<file path="src/rtl/extcap_pkg.sv">
package extcap_pkg;
  localparam int unsigned ID_W  = 16;
  localparam int unsigned VER_W = 4;
  localparam int unsigned NXT_W = 12;

  typedef struct packed {
    logic [NXT_W-1:0] nxt;
    logic [VER_W-1:0] ver;
    logic [ID_W-1:0]  id;
  } ext_hdr_t;

  typedef enum logic [2:0] {
    S_IDLE,
    S_READ,
    S_CMP,
    S_PATCH,
    S_WRITE,
    S_DONE
  } walk_state_t;
endpackage

</file>
<file path="src/rtl/extcap_arg_check.sv">
module extcap_arg_check #(
  parameter int unsigned AW       = 12,
  parameter int unsigned BASE     = 256,
  parameter int unsigned MIN_SIZE = 8
) (
  input  logic [AW-1:0] off,
  input  logic [AW-1:0] size,
  output logic          ok
);
  logic [AW:0] span;

  always_comb begin
    span = {1'b0, off} + {1'b0, size};
    ok   = (off[1:0] == 2'b00) && (off >= AW'(BASE)) &&
           (size >= AW'(MIN_SIZE)) && !span[AW];
  end
endmodule

</file>
<file path="src/rtl/extcap_next_check.sv">
module extcap_next_check #(
  parameter int unsigned AW   = 12,
  parameter int unsigned BASE = 256
) (
  input  logic [AW-1:0] nxt,
  output logic          ok
);
  localparam logic [AW-1:0] TOP = AW'((1 << AW) - 8);

  always_comb begin
    ok = (nxt[1:0] == 2'b00) && (nxt >= AW'(BASE)) && (nxt <= TOP);
  end
endmodule

</file>
<file path="src/rtl/extcap_step_ctr.sv">
module extcap_step_ctr #(
  parameter int unsigned LIMIT = 1024
) (
  input  logic clk,
  input  logic rst_n,
  input  logic clr,
  input  logic inc,
  output logic at_limit
);
  localparam int unsigned CW = $clog2(LIMIT + 1);
  logic [CW-1:0] cnt;

  always_ff @(posedge clk or negedge rst_n) begin
    if (!rst_n)   cnt <= '0;
    else if (clr) cnt <= '0;
    else if (inc) cnt <= cnt + 1'b1;
  end

  assign at_limit = (cnt == CW'(LIMIT - 1));

  p_step_bound_r7: assert property (@(posedge clk) disable iff (!rst_n)
    cnt <= CW'(LIMIT));
endmodule

</file>
<file path="src/rtl/extcap_list_walker.sv">
module extcap_list_walker
  import extcap_pkg::*;
#(
  parameter int unsigned BASE       = 256,
  parameter int unsigned STEP_LIMIT = 1024,
  parameter int unsigned MIN_SIZE   = 8
) (
  input  logic             clk,
  input  logic             rst_n,
  input  logic             cmd_valid,
  output logic             cmd_ready,
  input  logic             cmd_append,
  input  logic [15:0]      cmd_id,
  input  logic [3:0]       cmd_ver,
  input  logic [11:0]      cmd_off,
  input  logic [11:0]      cmd_size,
  output logic             mem_rd,
  output logic             mem_wr,
  output logic [9:0]       mem_addr,
  output logic [31:0]      mem_wdata,
  input  logic [31:0]      mem_rdata,
  output logic             done,
  output logic             err,
  output logic [11:0]      res_off,
  output logic [11:0]      res_prev
);
  localparam int unsigned AW = NXT_W;
  localparam int unsigned WA = AW - 2;
  localparam logic [AW-1:0] BASE_OFF = AW'(BASE);

  walk_state_t state;
  logic              op_app;
  logic [ID_W-1:0]   key;
  logic [VER_W-1:0]  ver;
  logic [AW-1:0]     noff, cur, prev, nnext;
  logic [19:0]       tail_lo;
  logic              err_q;
  logic [AW-1:0]     roff_q, rprev_q;

  logic     args_ok, nxt_ok, step_last;
  ext_hdr_t rh;
  logic     accept, in_cmp;

  assign rh        = ext_hdr_t'(mem_rdata);
  assign cmd_ready = (state == S_IDLE);
  assign accept    = cmd_valid && cmd_ready;
  assign in_cmp    = (state == S_CMP);

  extcap_arg_check #(.AW(AW), .BASE(BASE), .MIN_SIZE(MIN_SIZE)) u_args (
    .off(cmd_off), .size(cmd_size), .ok(args_ok));

  extcap_next_check #(.AW(AW), .BASE(BASE)) u_nxt (
    .nxt(rh.nxt), .ok(nxt_ok));

  extcap_step_ctr #(.LIMIT(STEP_LIMIT)) u_steps (
    .clk(clk), .rst_n(rst_n), .clr(accept), .inc(in_cmp),
    .at_limit(step_last));

  always_ff @(posedge clk or negedge rst_n) begin
    if (!rst_n) begin
      state   <= S_IDLE;
      op_app  <= 1'b0;
      key     <= '0;
      ver     <= '0;
      noff    <= '0;
      cur     <= '0;
      prev    <= '0;
      nnext   <= '0;
      tail_lo <= '0;
      err_q   <= 1'b0;
      roff_q  <= '0;
      rprev_q <= '0;
    end else begin
      case (state)
        S_IDLE: if (cmd_valid) begin
          op_app  <= cmd_append;
          key     <= cmd_id;
          ver     <= cmd_ver;
          noff    <= cmd_off;
          cur     <= BASE_OFF;
          prev    <= '0;
          err_q   <= 1'b0;
          roff_q  <= '0;
          rprev_q <= '0;
          if (cmd_append && !args_ok) begin
            err_q <= 1'b1;
            state <= S_DONE;
          end else begin
            state <= S_READ;
          end
        end
        S_READ: state <= S_CMP;
        S_CMP: begin
          if (op_app && noff == BASE_OFF) begin
            nnext   <= rh.nxt;
            roff_q  <= noff;
            rprev_q <= '0;
            state   <= S_WRITE;
          end else if (cur == BASE_OFF && mem_rdata == '0) begin
            err_q <= op_app;
            state <= S_DONE;
          end else if (!op_app && key != '0 && rh.id == key) begin
            roff_q  <= cur;
            rprev_q <= prev;
            state   <= S_DONE;
          end else if (rh.nxt == '0) begin
            rprev_q <= cur;
            if (op_app) begin
              tail_lo <= mem_rdata[19:0];
              nnext   <= '0;
              roff_q  <= noff;
              state   <= S_PATCH;
            end else begin
              roff_q <= '0;
              state  <= S_DONE;
            end
          end else if (!nxt_ok || step_last) begin
            err_q <= 1'b1;
            state <= S_DONE;
          end else begin
            prev  <= cur;
            cur   <= rh.nxt;
            state <= S_READ;
          end
        end
        S_PATCH: state <= S_WRITE;
        S_WRITE: state <= S_DONE;
        default: state <= S_IDLE;
      endcase
    end
  end

  always_comb begin
    mem_rd    = (state == S_READ);
    mem_wr    = (state == S_PATCH) || (state == S_WRITE);
    mem_addr  = cur[AW-1:2];
    mem_wdata = '0;
    if (state == S_PATCH) begin
      mem_wdata = {noff, tail_lo};
    end else if (state == S_WRITE) begin
      mem_addr  = noff[AW-1:2];
      mem_wdata = ext_hdr_t'{nxt: nnext, ver: ver, id: key};
    end
  end

  assign done     = (state == S_DONE);
  assign err      = done && err_q;
  assign res_off  = roff_q;
  assign res_prev = rprev_q;

  p_rd_wr_excl_r11: assert property (@(posedge clk) disable iff (!rst_n)
    !(mem_rd && mem_wr));
  p_done_pulse_r11: assert property (@(posedge clk) disable iff (!rst_n)
    done |=> !done);
  p_busy_not_ready_r11: assert property (@(posedge clk) disable iff (!rst_n)
    (mem_rd || mem_wr || done) |-> !cmd_ready);
  p_start_at_base_r11: assert property (@(posedge clk) disable iff (!rst_n)
    accept |=> ((mem_rd && mem_addr == WA'(BASE >> 2)) || done));
  p_bad_args_reject_r10: assert property (@(posedge clk) disable iff (!rst_n)
    (accept && cmd_append && !args_ok) |=> (err && !mem_rd));
  p_patch_then_tail_r9: assert property (@(posedge clk) disable iff (!rst_n)
    (state == S_PATCH) |=> (mem_wr && mem_wdata[31:20] == '0));
endmodule

</file>
<file path="config.mk">
export PLATFORM = sky130hd
export DESIGN_NAME = extcap_list_walker
export DESIGN_NICKNAME = d
export VERILOG_FILES = /design/src/rtl/extcap_pkg.sv /design/src/rtl/extcap_arg_check.sv /design/src/rtl/extcap_next_check.sv /design/src/rtl/extcap_step_ctr.sv /design/src/rtl/extcap_list_walker.sv
export SDC_FILE = /design/constraint.sdc
export NUM_CORES = 1
export LEC_CHECK = 0
export BUFFER_PORTS_ARGS = -buffer_cell sky130_fd_sc_hd__buf_2
export CORE_UTILIZATION = 61
export CTS_BUF_LIST = sky130_fd_sc_hd__clkbuf_4 sky130_fd_sc_hd__clkbuf_8
export CTS_CLUSTER_SIZE = 30
export DETAILED_ROUTE_END_ITERATION = 10
export HOLD_SLACK_MARGIN = 0.08
export MAX_ROUTING_LAYER = met4
export PLACE_DENSITY = 0.91
export SYNTH_ARGS = -nofsm -noshare
export SYNTH_HDL_FRONTEND = slang
export SYNTH_SLANG_ARGS = --single-unit
</file>
<file path="constraint.sdc">
create_clock -name clk -period 7.35 [get_ports clk]
set_input_delay 1.47 -clock clk [delete_from_list [all_inputs] [get_ports clk]]
set_output_delay 1.47 -clock clk [all_outputs]
set_load 0.05 [all_outputs]
</file>
# Word level (Yosys, flattened, before mapping)
# Cells that the tools add are included.
dict set report totals {
  out_inout_bits 71
  inputBits 80
  reg_bits 128
}
dict set report op_classes {
  n_mux 53
  n_eq_ne 22
  n_reduce_logical 34
  magnitude_cmp 4
  n_addsub 2
  bitwise_logic 3
}
# cell count
set ops {}
lappend ops {{$mux W12} 26}
lappend ops {{$pmux W12 S2} 4}
lappend ops {{$mux W32} 2}
lappend ops {{$logic_not A32 Y1} 1}
lappend ops {{$eq A12 B9 Y1 const B} 2}
lappend ops {{$ge A12 B9 Y1 const B} 2}
lappend ops {{$mux W3} 8}
lappend ops {{$mux W11} 2}
lappend ops {{$mux W10} 2}
lappend ops {{$eq A16 B16 Y1} 1}
lappend ops {{$ne A2 B2 Y1 const B} 8}
lappend ops {{$reduce_bool A16 Y1} 1}
lappend ops {{$pmux W3 S5} 1}
lappend ops {{$add A12 B12 Y13} 1}
lappend ops {{$ge A12 B4 Y1 const B} 1}
lappend ops {{$le A12 B12 Y1 const B} 1}
lappend ops {{$logic_and A1 B1 Y1} 12}
lappend ops {{$logic_not A12 Y1} 1}
lappend ops {{$reduce_and A6 Y1} 2}
lappend ops {{$add A11 B1 Y11 const B} 1}
lappend ops {{$eq A11 B10 Y1 const B} 1}
lappend ops {{$ne A3 B3 Y1 const B} 3}
lappend ops {{$reduce_bool A2 Y1} 4}
lappend ops {{$mux W1} 7}
lappend ops {{other kinds (15)} 24}

# Depth between registers and ports, before layout
# Gate-level depths: netlist (run 1).
dict set report logic_depth {
  depth_word 11
  mapped_depth 8
  ltp_nobuf 7
}

# Cells and area by module
# From an unflattened synthesis (run 1), not the netlist that was laid out.
dict set report hier_totals {
  cells_unflattened 681
  area_unflattened_um2 6755.2
}
# module cells_per_inst area_each_um2 instances
set modules_own_cells {}
lappend modules_own_cells {extcap_list_walker 588 5888.1 1}
lappend modules_own_cells {extcap_step_ctr 56 555.5 1}
lappend modules_own_cells {extcap_arg_check 31 277.8 1}
lappend modules_own_cells {extcap_next_check 6 33.8 1}

# Least setup slack after synthesis (run 1)
# OpenSTA, ideal clock, no wires.
dict set report synth_timing {
  path_type {register to output}
  startpoint {register state[2]}
  endpoint {output mem_addr[6]}
  t_arrival_ns 2.078
  slack_ns 3.802
  stages_incl_launch_ff 6
  cell_sequence {dfrtp_1 > clkbuf_1 > and2_1 > clkbuf_1 > clkbuf_1 > o21ai_0}
}
dict set report synth_via {
  elab_chain_len 3
  elab_cells_between_ends 4
  classes_between {eq/ne: 2; mux: 2}
}
# element line_no
set synth_rtl {}
lappend synth_rtl {{start, declared} extcap_list_walker.sv:31} ;# walk_state_t state;
lappend synth_rtl {{start signal, assigned} extcap_list_walker.sv:61} ;# state <= S_IDLE;
lappend synth_rtl {{start signal, assigned} extcap_list_walker.sv:87} ;# state <= S_DONE;
lappend synth_rtl {{start signal, assigned} extcap_list_walker.sv:89} ;# state <= S_READ;
lappend synth_rtl {{$eq A3 B3 Y1} extcap_list_walker.sv:140} ;# end else if (state == S_WRITE) begin
lappend synth_rtl {{$mux W10} extcap_list_walker.sv:140}
lappend synth_rtl {{$mux W10 (*)} extcap_list_walker.sv:138} ;# if (state == S_PATCH) begin
lappend synth_rtl {{end, declared} extcap_list_walker.sv:19} ;# output logic [9:0] mem_addr,
# Mark *: on every way between the ends. The rest lies on a longest branch, timed or not.

# Worst setup path in the final report (run 1)
dict set report layout_timing {
  startpoint {register state[0]}
  endpoint {output mem_addr[6]}
}
# The elaborated chain is that of the path after synthesis.

==> flow_metrics.env, run 1 <==
export IMPL_port_buffers=150
export IMPL_start_kind="flip-flop"
export IMPL_yosysMostFrequentCell="dfrtp_1"
export IMPL_hold_worst_slack_ps=489.1
export IMPL_vias=6027
export IMPL_cts_setup_buffers=0
export IMPL_drt_iter0_drc=740
export IMPL_yosysSeqAreaShare=0.4838
export IMPL_outcome="complete, no violations"
export IMPL_max_slew_margin=0.1736
export IMPL_rows=37
export IMPL_setup_viol=0
export IMPL_cts_root_buf="clkbuf_8"
export IMPL_drive_gt1_frac=0.3350
export IMPL_drt_wl_total_um=18510
export IMPL_cts_htree_levels=4
export IMPL_syn_nets=722
export IMPL_clkLatencyLatePin_ps=450
export IMPL_finalSetupTns_ps=0
export IMPL_clk_pin_slew_ps=70
export IMPL_cts_resized=0
export IMPL_ys_async_sr_fraction=1.000
export IMPL_cts_hold_buf=0
export IMPL_synth_top_cell_by_area="dfrtp_1"
export IMPL_ff2ff_setup_slack_ps=4290
export IMPL_syn_inst=630
export IMPL_die_x_um=106.2
export IMPL_reg2reg_depth=6
export IMPL_p_leak_uw=0.003735
export IMPL_cp_required_ps=5880
export IMPL_cts_buffers=17
export IMPL_min_path_type="flip-flop to flip-flop"
export IMPL_synth_edf_count=0
export IMPL_hold_depth=1
export IMPL_grt_max_degree=69
export IMPL_cts_tree="done"
export IMPL_syn_avg_cell_area_um2=10.51
export IMPL_grt_overflow_total=0
export IMPL_synth_top_cells_by_count="dfrtp_1, nand2_1, mux2_2, o21ai_0, a21oi_1"
export IMPL_grt_pass1_vias=5779
export IMPL_synth_area_leaders="dfrtp_1, mux2_2, nand2_1"
export IMPL_die_area_um2=11270
export IMPL_core_area_um2=10420
export IMPL_syn2layout_area_growth_pct=17.80
export IMPL_drtAntennaViolNets=0
export IMPL_rsz0062_at_grt="false"
export IMPL_fin_nets=859
export IMPL_critPathArrivalTime_ps=2740
export IMPL_period_share=0.5729
export IMPL_path_max_fanout=32
export IMPL_gp_congestion=0.9840
export IMPL_p_per_area_nw_per_um2=359.7
export IMPL_drc=0
export IMPL_drv_slew=0
export IMPL_synth_top_area_frac=0.4838
export IMPL_clock_path_buffers=2
export IMPL_ir_worst_vdd_mv=0.2390
export IMPL_grt_antenna_before_repair=1
export IMPL_fmax_mhz=237.5
export IMPL_yosys_warnings=0
export IMPL_synth_area_um2=6620
export IMPL_cts_sinks=128
export IMPL_grt_pass1_wl_um=29190
export IMPL_end_kind="output port"
export IMPL_drv_cap=0
export IMPL_wl_per_cell_um=20.21
export IMPL_ios=151
export IMPL_final_hold_viol_count=0
export IMPL_synth_top_flop_cell="dfrtp_1"
export IMPL_drt_pass1_iter_count=6
export IMPL_ys_ff_latch=128
export IMPL_die_h_um=106.2
export IMPL_min_period_ps=4211
export IMPL_hpwl_um=12840
export IMPL_worst_pin_slew_ps=1240
export IMPL_synth_cell_type_count=50
export IMPL_path_class="flip-flop to output port"
export IMPL_clock_skew_ps=9.243
export IMPL_start_util=0.6356
export IMPL_grt_use_total=0.3496
export IMPL_vias_per_cell=6.580
## layout by cell type (no fill, tap or decap), drive strengths merged, types with 12 or more instances in the layout
| master | synthesis | routed |
|---|---|---|
| a21oi | 30 | 30 |
| nor2 | 14 | 14 |
| buf | 9 | 156 |
| xor2 | 17 | 17 |
| mux2 | 66 | 66 |
| a22o | 20 | 20 |
| a32o | 12 | 12 |
| a221o | 21 | 21 |
| mux2i | 12 | 12 |
| nor4 | 20 | 20 |
| o2bb2ai | 12 | 12 |
| o21ai | 38 | 38 |
| clkbuf | 29 | 25 |
| nor3 | 13 | 13 |
| dfrtp | 128 | 128 |
| inv | 22 | 22 |
| nand4 | 14 | 14 |
| nand2 | 89 | 89 |
| ha | 12 | 12 |
## cells by family (layout without fill, tap and decap cells)
family	after synthesis	after routing	synth area share
AOI/OAI and AO/OA	149	149	0.1637
xor gates and xnor gates	21	21	0.02778
adders and majority gates	12	12	0.02268
buffers and inverters	60	209	0.03761
DFF	128	128	0.4838
muxes	78	78	0.1304
other	0	1	0
and+or+nand+nor	182	182	0.1340
## report_power, final
group	internal [µW]	total [µW]	switching, µW
logic	378	1180	799
registers	854	1080	227
clock network	279	547	268
## cell type report
class,instances,area (µm²)
Clock inverter,6,32.53
Timing Repair Buffer,156,798.3
Antenna cell,1,2.502
Sequential cell,128,3203
Inverter,22,82.58
Clock buffer,25,319.1
Tap cell,136,170.2
Multi-Input combinational cell,442,3191
Fill cell,717,2618
## critical path: stages (launching register included)
cell and delay, ps:
dfrtp_1 440, nor2_1 230, and2_1 1000, o21ai_0 320
buf_2 300
## final timing paths
check	to	start
worst min-delay path	res_prev[9]	res_prev[9]
worst max-delay path	mem_addr[6]	state[0]
min in group asynchronous	cur[9]	rst_n
worst max register to register	cur[4]	key[10]
worst min register to register	res_prev[9]	res_prev[9]
max in group asynchronous	key[10]	rst_n
## per-stage QoR
| step | power, µW | utilization | instances | worst slack [ps] | area [µm²] |
|---|---|---|---|---|---|
| global route | 2906 | 0.7487 | 916 | 3035 | 7799 |
| CTS | 2784 | 0.7485 | 915 | 3219 | 7796 |
| floorplan | 1892 | - | 630 | 3802 | 6620 |
| detailed placement | 2229 | 0.7147 | 884 | 3292 | 7445 |
| finish | 2805 | 0.7487 | 916 | 3139 | 7799 |
| global placement | 2181 | 0.7147 | 884 | 3331 | 7445 |
## metal layers
layer / share of wire / vias up / global-route usage
met2: 0.48 / 413 / 0.5334
met1: 0.38 / 2903 / 0.4300
met3: 0.089 / 107 / 0.08338
li1: - / 2604 / -
met5: 0 / - / -
met4: 0.051 / 0 / 0.1944
## state kept, by name, summed over array words and instances, names as in the netlist
register,flops
res_off,12
key,16
res_prev,12
state,3
tail_lo,20
ver,4
prev,12
op_app,1
noff,12
err_q,1
u_steps.cnt,11
cur,12
nnext,12
(Power assumes the default switching activity.)
==> run 2: changes to the inputs <==
Settings changed: ABC_AREA set to 1, CORE_UTILIZATION 61 to 52, PLACE_DENSITY 0.91 to 0.81.
Clock period 7.35 ns to 3.5 ns, I/O delays scaled along.
==> flow_metrics.env, run 2 <==
export IMPL_multiInputGateArea_um2=3784
export IMPL_cts_root_buf="clkbuf_8"
export IMPL_ff2ff_setup_slack_ps=720
export IMPL_p_per_area_nw_per_um2=719.5
export IMPL_layout_common_cells="nand2_1, inv_1, buf_2, nor2_1, dfrtp_1"
export IMPL_synth_edf_count=0
export IMPL_cts_resized=0
export IMPL_cts_setup_buffers=0
export IMPL_wl_per_cell_um=14.24
export IMPL_worst_pin_slew_ps=936.8
export IMPL_synth_top_cells_by_count="nand2_1, inv_1, dfrtp_1, nor2_1, nand3_1"
export IMPL_port_buffers=150
export IMPL_grt_use_total=0.2901
export IMPL_period_share=0.9077
export IMPL_crit_top_cell="inv_1"
export IMPL_rows=44
export IMPL_critPathArrivalTime_ps=2480
export IMPL_fill_cells=1431
export IMPL_grt_antenna_before_repair=0
export IMPL_setup_viol=0
export IMPL_drc=0
export IMPL_synth_top_area_frac=0.4101
export IMPL_placed_area_um2=8645
export IMPL_p_leak_uw=0.004994
export IMPL_path_class="flip-flop to output port"
export IMPL_die_x_um=124.6
export IMPL_cts_buffers=17
export IMPL_path_max_fanout=25
export IMPL_slowest_stage="dfrtp_1"
export IMPL_grt_max_degree=76
export IMPL_die_h_um=124.6
export IMPL_cp_cell_sequence="inv_1 > nor3_2 > buf_4 > inv_1 > o21ai_0 > buf_2"
export IMPL_synth_area_leaders="dfrtp_1, nand2_1, inv_1"
export IMPL_vias_per_cell=5.184
export IMPL_post_place_ws_ps=760.6
export IMPL_drt_wl_total_um=21230
export IMPL_drv_slew=0
export IMPL_fin_nets=1388
export IMPL_core_area_um2=14590
export IMPL_outcome="complete, no violations"
export IMPL_reg2reg_depth=8
export IMPL_dp_cells=1461
export IMPL_yosys_warnings=0
export IMPL_gp_congestion=0.9371
export IMPL_largest_reg_flops=20
export IMPL_clock_path_buffers=2
export IMPL_slowest_delay_ps=490
export IMPL_regMostFlops="tail_lo"
export IMPL_final_hold_viol_count=0
export IMPL_regArea_um2=3203
export IMPL_die_area_um2=15510
export IMPL_grt_pass1_wl_um=34830
export IMPL_top_regs="tail_lo x20, key x16"
export IMPL_clkLatencyLatePin_ps=450
export IMPL_yosysMostFrequentCell="nand2_1"
export IMPL_clk_pin_slew_ps=70
export IMPL_syn_nets=1251
export IMPL_cts_htree_levels=4
export IMPL_clock_skew_ps=12.89
export IMPL_layout_commonest_cell="nand2_1"
export IMPL_drt_iter0_drc=638
export IMPL_cts_sinks=128
export IMPL_min_path_type="input port to asynchronous set/reset pin"
export IMPL_diodes=0
export IMPL_syn_inst=1159
export IMPL_stdcell_count=1491
export IMPL_drtAntennaViolNets=0
export IMPL_vias=7729
export IMPL_drt_pass1_iter_count=6
export IMPL_min_period_ps=3177
export IMPL_syn2layout_area_growth_pct=15.46
export IMPL_ys_ff_latch=128
export IMPL_rr_startpoint="state[2]"
export IMPL_synth_top_cell_by_area="dfrtp_1"
export IMPL_end_kind="output port"
export IMPL_finalSetupTns_ps=0
export IMPL_grt_pass1_vias=7268
export IMPL_rr_endpoint="prev[4]"
export IMPL_hpwl_um=15660
export IMPL_drv_cap=0
export IMPL_rsz0062_at_grt="false"
export IMPL_ir_worst_vdd_mv=0.5546
export IMPL_fin_ws_ps=323.0
export IMPL_grt_overflow_total=0
export IMPL_yosysSeqAreaShare=0.4101
export IMPL_fmax_mhz=314.8
export IMPL_syn_avg_cell_area_um2=6.739
export IMPL_cts_tree="done"
export IMPL_cp_required_ps=2800
export IMPL_synth_top_flop_cell="dfrtp_1"
export IMPL_max_slew_margin=0.3739
export IMPL_design_area_um2=9017
export IMPL_start_kind="flip-flop"
export IMPL_ys_async_sr_fraction=1.000
export IMPL_drive_gt1_frac=0.1783
export IMPL_start_util=0.5353
export IMPL_ios=151
export IMPL_synth_area_um2=7810
export IMPL_synth_cell_type_count=40
export IMPL_cts_hold_buf=0
## run 2: cell count changes after synthesis, sizes merged, moves of 14 or more
cell / before / now
nor4: 20 / 2
a221o: 21 / 0
xor2: 17 / 0
inv: 22 / 159
o21ai: 38 / 62
mux2: 66 / 0
o22ai: 0 / 16
nand3: 5 / 91
nor2: 14 / 142
buf: 9 / 23
nand2: 89 / 442
## run 2: metrics by stage
step / total power [µW] / hold slack [ps] / util
2_1_floorplan: 4467 / 404.4 / -
3_3_place_gp: 5205 / 453.1 / 0.5925
3_5_place_dp: 5250 / 458.3 / 0.5925
4_1_cts: 6489 / 310.9 / 0.6181
5_1_grt: 6903 / 331.7 / 0.6181
6_report: 6488 / 295.8 / 0.6181
## run 2: report_power, final
| group | switching (µW) | total [µW] | internal, µW |
|---|---|---|---|
| combinational | 2310 | 3060 | 757 |
| sequential | 392 | 2190 | 1800 |
| clock | 559 | 1240 | 677 |
| total | 3260 | 6490 | 3230 |
## run 2: critical path, delay by kind of cell (launching register included)
kind / cells / cell delay (ps)
AOI/OAI and AO/OA: 1 / 420
and+or+nand+nor: 1 / 120
buffers and inverters: 4 / 1000
DFF: 1 / 490
## run 2: cell families after synthesis
group                    after synthesis  synth area share
AND/OR/NAND/NOR                      709            0.3835
buffers and inverters                200            0.1065
flip-flops                           128            0.4101
AO/OA/AOI/OAI                        109           0.07946
adder cells (fa/ha/maj)               12           0.01922
XOR/XNOR                               1          0.001122
## run 2: layout make-up
cell class                      instances  area share
Inverter                              160     0.06674
Clock inverter                          7    0.009713
Timing Repair Buffer                  158     0.09158
Clock buffer                           23     0.03164
Multi-Input combinational cell        831      0.4196
Sequential cell                       128      0.3552
Tap cell                              184     0.02553
## run 2: worst max path at each step
stage	from	endpoint	slack (ps)
6_report	state[1]	mem_wdata[29]	320
5_1_grt	state[1]	mem_wdata[29]	200
4_1_cts	state[1]	mem_wdata[29]	360
3_5_place_dp	cmd_valid	prev[4]	760
3_3_place_gp	cmd_valid	prev[8]	800
2_1_floorplan	state[1]	mem_wdata[22]	520
## run 2: per-layer routing
metal / vias up / global-route usage / part of all wire
met5: - / - / 0
met4: 0 / 0.08717 / 0.015
met3: 28 / 0.06229 / 0.075
met2: 302 / 0.4329 / 0.45
met1: 3538 / 0.3962 / 0.46
li1: 3861 / - / -
